[config.mk]
export PLATFORM = sky130hd
export DESIGN_NAME = desc_cond_unit
export DESIGN_NICKNAME = d
export VERILOG_FILES = /design/src/rtl/desc_cond_pkg.sv /design/src/rtl/desc_cond_match.sv /design/src/rtl/desc_cond_mode.sv /design/src/rtl/desc_cond_ptr.sv /design/src/rtl/desc_cond_unit.sv
export SDC_FILE = /design/constraint.sdc
export NUM_CORES = 1
export LEC_CHECK = 0
export CAP_MARGIN = 5
export CELL_PAD_IN_SITES_DETAIL_PLACEMENT = 1
export CELL_PAD_IN_SITES_GLOBAL_PLACEMENT = 2
export CORE_MARGIN = 5
export CORE_UTILIZATION = 16
export CTS_BUF_LIST = sky130_fd_sc_hd__clkbuf_16
export DETAILED_ROUTE_END_ITERATION = 8
export GPL_TIMING_DRIVEN = 0
export HOLD_SLACK_MARGIN = 0.05
export PLACE_DENSITY = 0.95
export SLEW_MARGIN = 20
export SYNTH_ARGS = -nofsm -noshare
export SYNTH_HDL_FRONTEND = slang
export SYNTH_SLANG_ARGS = --single-unit
[constraint.sdc]
create_clock -name clk -period 4.6 [get_ports clk]
set_input_delay 0.92 -clock clk [delete_from_list [all_inputs] [get_ports clk]]
set_output_delay 0.92 -clock clk [all_outputs]
set_load 0.05 [all_outputs]
[src/rtl/desc_cond_pkg.sv]
// Package: shared types for the descriptor completion decision unit.
// Assumes: mode encoding of 2 bits, fixed by the command word format.
package desc_cond_pkg;

    typedef enum logic [1:0] {
        MODE_NEVER    = 2'd0,
        MODE_IF_TRUE  = 2'd1,
        MODE_IF_FALSE = 2'd2,
        MODE_ALWAYS   = 2'd3
    } cond_mode_e;

    // Decision slots; the field of slot g sits at bits 2*(NUM_DEC-1-g)+:2
    localparam int DEC_INTR   = 0;
    localparam int DEC_BRANCH = 1;
    localparam int DEC_WAIT   = 2;
    localparam int NUM_DEC    = 3;

endpackage

[src/rtl/desc_cond_match.sv]
// Module: masked status compare for one decision.
// Does: reports whether the masked status equals the masked value.
// Assumes: mask and value were already sliced from the select register.
module desc_cond_match #(
    parameter int STAT_W = 4
) (
    input  logic [STAT_W-1:0] mask_i,
    input  logic [STAT_W-1:0] val_i,
    input  logic [STAT_W-1:0] stat_i,
    output logic              match_o
);

    // Compare only the bits the mask selects
    always_comb begin
        match_o = ((stat_i & mask_i) == (val_i & mask_i));
    end

endmodule

[src/rtl/desc_cond_mode.sv]
// Module: applies a 2-bit mode to a condition.
// Does: turns never / if-true / if-false / always into a single decision.
// Assumes: the mode field is stable while it is being evaluated.
module desc_cond_mode
    import desc_cond_pkg::*;
(
    input  cond_mode_e mode_i,
    input  logic       cond_i,
    output logic       fire_o
);

    // Mode decode
    always_comb begin
        unique case (mode_i)
            MODE_NEVER:    fire_o = 1'b0;
            MODE_IF_TRUE:  fire_o = cond_i;
            MODE_IF_FALSE: fire_o = ~cond_i;
            MODE_ALWAYS:   fire_o = 1'b1;
            default:       fire_o = 1'b0;
        endcase
    end

endmodule

[src/rtl/desc_cond_ptr.sv]
// Module: next command pointer and branch-taken register.
// Does: on load, captures the branch target (take) or pointer+STEP, and
//       flags the result valid for one cycle; otherwise holds.
// Assumes: synchronous active-low reset; arithmetic wraps at PTR_W bits.
module desc_cond_ptr #(
    parameter int PTR_W = 32,
    parameter int STEP  = 16
) (
    input  logic             clk,
    input  logic             rst_n,
    input  logic             load_i,
    input  logic             take_i,
    input  logic [PTR_W-1:0] cur_i,
    input  logic [PTR_W-1:0] tgt_i,
    output logic [PTR_W-1:0] ptr_o,
    output logic             bt_o,
    output logic             vld_o
);

    localparam logic [PTR_W-1:0] STEP_V = PTR_W'(STEP);

    logic [PTR_W-1:0] seq_ptr;

    // Sequential successor of the current descriptor
    always_comb begin
        seq_ptr = cur_i + STEP_V;
    end

    // Register the chosen pointer and branch-taken bit
    always_ff @(posedge clk) begin
        if (!rst_n) begin
            ptr_o <= '0;
            bt_o  <= 1'b0;
            vld_o <= 1'b0;
        end else begin
            vld_o <= load_i;
            if (load_i) begin
                ptr_o <= take_i ? tgt_i : seq_ptr;
                bt_o  <= take_i;
            end
        end
    end

endmodule

[src/rtl/desc_cond_unit.sv]
// Module: descriptor completion decision unit (top).
// Does: evaluates the interrupt, branch and wait decisions for a completed
//       descriptor, pulses the interrupt, flags a wait, and registers the
//       next command pointer with its branch-taken bit.
// Assumes: eval_i is a one-cycle strobe; all inputs are valid with it.
module desc_cond_unit
    import desc_cond_pkg::*;
#(
    parameter int PTR_W     = 32,
    parameter int SEL_W     = 32,
    parameter int STAT_W    = 4,
    parameter int MASK_LSB  = 16,
    parameter int DESC_BYTES = 16
) (
    input  logic                 clk,
    input  logic                 rst_n,
    input  logic                 eval_i,
    input  logic [2*NUM_DEC-1:0] cmd_ctl_i,
    input  logic [SEL_W-1:0]     intr_sel_i,
    input  logic [SEL_W-1:0]     br_sel_i,
    input  logic [SEL_W-1:0]     wait_sel_i,
    input  logic [STAT_W-1:0]    dev_stat_i,
    input  logic [PTR_W-1:0]     cur_ptr_i,
    input  logic [PTR_W-1:0]     br_target_i,
    output logic                 intr_pulse_o,
    output logic                 wait_o,
    output logic [PTR_W-1:0]     nxt_ptr_o,
    output logic                 bt_o,
    output logic                 nxt_vld_o
);

    localparam logic [SEL_W-1:0] FIELD_ONES = SEL_W'((1 << STAT_W) - 1);
    localparam logic [SEL_W-1:0] USED_BITS  = FIELD_ONES | (FIELD_ONES << MASK_LSB);

    logic [SEL_W-1:0]   sel_arr [NUM_DEC];
    logic [NUM_DEC-1:0] cond;
    logic [NUM_DEC-1:0] fire;
    logic               accept;
    logic               unused_sel;

    // Route each select register to its decision slot
    always_comb begin
        sel_arr[DEC_INTR]   = intr_sel_i;
        sel_arr[DEC_BRANCH] = br_sel_i;
        sel_arr[DEC_WAIT]   = wait_sel_i;
    end

    // Bits outside the mask and value fields carry no meaning here
    assign unused_sel = ^((intr_sel_i | br_sel_i | wait_sel_i) & ~USED_BITS);

    generate
        for (genvar g = 0; g < NUM_DEC; g++) begin : g_dec
            localparam int FLD_LSB = 2 * (NUM_DEC - 1 - g);
            cond_mode_e mode;

            // Extract this decision's mode field
            always_comb begin
                mode = cond_mode_e'(cmd_ctl_i[FLD_LSB +: 2]);
            end

            desc_cond_match #(.STAT_W(STAT_W)) u_match (
                .mask_i  (sel_arr[g][MASK_LSB +: STAT_W]),
                .val_i   (sel_arr[g][STAT_W-1:0]),
                .stat_i  (dev_stat_i),
                .match_o (cond[g])
            );

            desc_cond_mode u_mode (
                .mode_i (mode),
                .cond_i (cond[g]),
                .fire_o (fire[g])
            );
        end
    endgenerate

    // A waiting descriptor neither interrupts nor moves the pointer
    always_comb begin
        wait_o       = eval_i & fire[DEC_WAIT];
        accept       = eval_i & ~fire[DEC_WAIT];
        intr_pulse_o = accept & fire[DEC_INTR];
    end

    desc_cond_ptr #(.PTR_W(PTR_W), .STEP(DESC_BYTES)) u_ptr (
        .clk    (clk),
        .rst_n  (rst_n),
        .load_i (accept),
        .take_i (fire[DEC_BRANCH]),
        .cur_i  (cur_ptr_i),
        .tgt_i  (br_target_i),
        .ptr_o  (nxt_ptr_o),
        .bt_o   (bt_o),
        .vld_o  (nxt_vld_o)
    );

endmodule

==> out/qor.txt <==
non-filler cells, final -> 631
number of synthesized flops with an enable pin -> 0
hold path depth -> 2
initial antenna violation count -> 0
Post-Place Setup Slack -> -384 ps
largest family of logic cells by synthesized area -> compound AO/OA/AOI/OAI gates
pwr dens -> 277 nW/um^2
Detailed Route Iter0 Violations -> 113
maximum VDD drop -> 0.128 mV
Syn Nets -> 481
critical path endpoint category -> primary output
layout cell share with drive strength beyond 1 -> 4.92%
gr usage total -> 13.7%
WP data required -> 3680 ps
via count -> 3145
distinct cell type count after synthesis -> 42
Simple-Gate Fraction of Synth Area -> 27.4%
RSZ-0062 raised after global routing -> no
CTS Hold Bufs -> 0
initial core utilization -> 16.4%
vias in the first global route -> 3465
Synth Cell Area -> 2410 sq um
Routed Antenna Nets -> 0
Fillers -> 1736
min cycle time layout -> 4380 ps
FF-to-FF End -> u_ptr.ptr_o[4]
Die H -> 133 um
startpoint types -> input pin
Relative slew margins -> 32.3%
drt pass-1 iters -> 4
Mapped Cells -> 307
worst reg2reg setup slack -> 3830 ps
I/O Buffers -> 133
Hold Vio Cnt, Final -> 0
worst hold start -> u_ptr.ptr_o[10]
sequential share of the synthesized area -> 28.3%
Synth async-reset ratio -> 0%
multiplexer share of the synthesized area -> 0.416%
GR Overflow Total -> 0
xor and xnor fraction of the mapped netlist area -> 9.82%
DR WL/cell -> 19.7 um
drt via density -> 4.98
Core Area -> 14600 sq um
overall power consumption -> 0.00114 W
clock latency on the worst-skew pair -> 280 ps
CTS clk-pin slew, worst paths -> 60 ps
period utilization -> 95.1%
Clock Tree Root -> clkbuf_16
Slew Viols, Final -> 0
Synth Register Bits -> 34
Mean Syn Cell Area -> 7.85 sq um
TritonCTS clock tree -> done
Leakage Power -> 1.37 nW
Sink Count -> 34
ys flop type -> dfxtp_1
largest net degree at the start of global routing -> 12
Max Root-Sink Buffers -> 2
CP max FO -> 10
placed insts -> 624
Max-Cap Viols -> 0
Fin Clk Skew -> 0 ps
crit path DAT -> 3460 ps
Adder-Cell Fraction of Synth Area -> 0.519%
die width -> 133 um
setup total negative slack -> 0 ps
Hold WC Path Type -> flip-flop to flip-flop
Area growth syn-to-layout -> 70.7%
worst slew pin tran -> 1010 ps
Synth Area in Compound Gates -> 27.9%
FP Rows -> 44
yosys synthesis warning count -> 0
WS Path Type -> input pin to primary output
Post-Route WL -> 12.4 mm
Worst R2R Start -> u_ptr.ptr_o[4]
DRC Markers -> 0
ant diodes -> 0
final setup fails -> 0
GP Congestion -> 0.841
achievable frequency -> 229 MHz
Hold Crit Endpoint -> u_ptr.ptr_o[10]
Post-DP Area -> 3970 sq um
Final Cell Area -> 4110 sq um
IO Pins -> 209
R2R cell count -> 2
status -> finished, final reports clean
setup bufs post-CTS -> 0
Die ar. -> 17600 sq um
CTS Buf Count -> 5
first-pass GRT wire length -> 19.4 mm
htree depth -> 2
fin nets -> 620
DP Wirelength -> 10.1 mm
setup ws final -> 224 ps
[repair_timing]
action	4_1_cts	5_1_grt
pin swaps	0	0
setup endpoints to repair	1	1
hold endpoints to repair	0	0
gates resized for setup	3	1
[cell families (layout without fill, tap and decap cells)]
logic type      count (synthesis)  after routing
compound gates                 93             93
xor+xnor                       27             27
fa+ha+maj                       1              1
buf+inv                        35            175
flops                          34             34
mux                             1              1
simple gates                  116            116
[final cells by class]
cell class	instances	area, sq um	area share (%)
sequential	34	681	16.6
multi-input combinational	238	1590	38.7
clock buffer	5	125	3.04
clock inverter	3	16.3	0.396
inverter	5	18.8	0.456
tap	184	230	5.60
buffer	29	116	2.83
timing repair buffer	133	1330	32.4
[worst max-delay path by stage]
stage	startpoint	endpoint	slack, ps
after floorplan	dev_stat_i[2]	intr_pulse_o	820
after global placement	dev_stat_i[2]	intr_pulse_o	-270
after detailed placement	dev_stat_i[3]	intr_pulse_o	-380
after CTS	dev_stat_i[3]	intr_pulse_o	50
after global routing	dev_stat_i[3]	intr_pulse_o	7
final	dev_stat_i[3]	intr_pulse_o	220
[layout by cell type, fill, tap and decap left out, types with 7 or more instances in the layout]
cell type	instances
clkdlybuf4s50_1	132
a31oi_1	9
clkbuf_1	25
nand4_1	7
a21oi_1	26
xor2_1	19
dfxtp_1	34
nand3_1	14
nor3_1	15
nand2_1	32
o32ai_1	25
xnor2_1	8
a311oi_1	7
nor4_1	19
[Yosys cell counts (7+ instances only)]
library cell / n / share of area [%]
clkbuf_1: 26 / 4.1
xor2_1: 19 / 6.9
a21oi_1: 26 / 5.4
o32ai_1: 25 / 9.1
nand4_1: 7 / 1.8
a31oi_1: 9 / 2.3
nand2_1: 32 / 5.0
xnor2_1: 8 / 2.9
a311oi_1: 7 / 2.5
dfxtp_1: 34 / 28
nor3_1: 15 / 3.1
nand3_1: 14 / 2.9
nor4_1: 19 / 4.9
[per-stage QoR]
step                      hold WS, ps  utilization (%)
after global routing              504             28.1
after detailed placement          474             27.1
final                             480             28.1
after CTS                         485             28.1
after floorplan                   688                -
after global placement            466             27.1
[state kept, by name (all words and copies together), names as in the netlist]
name and cells:
u_ptr.vld_o 1, u_ptr.bt_o 1, u_ptr.ptr_o 32
[where the power goes]
part	switching [W]	internal (W)
sequential	0.0000165	0.000324
combinational	0.000273	0.000191
clock	0.000137	0.000198
[worst max-delay path, cell delays in order]
cell and delay, ps:
clkdlybuf4s50_1 480, xor2_1 210, a22oi_1 260, a21bo_1 140, buf_2 210, and3_1 390
clkbuf_4 310, nor2b_1 150, clkdlybuf4s15_2 380
[metal layers]
layer,vias to the layer above,track usage [%],routed length [um]
met2,129,24.3,6110
met4,0,3.70,193
met5,-,0,0
li1,1482,-,-
met3,20,5.01,1010
met1,1514,15.4,5120
No activity file was read; power rests on OpenSTA's default activity.
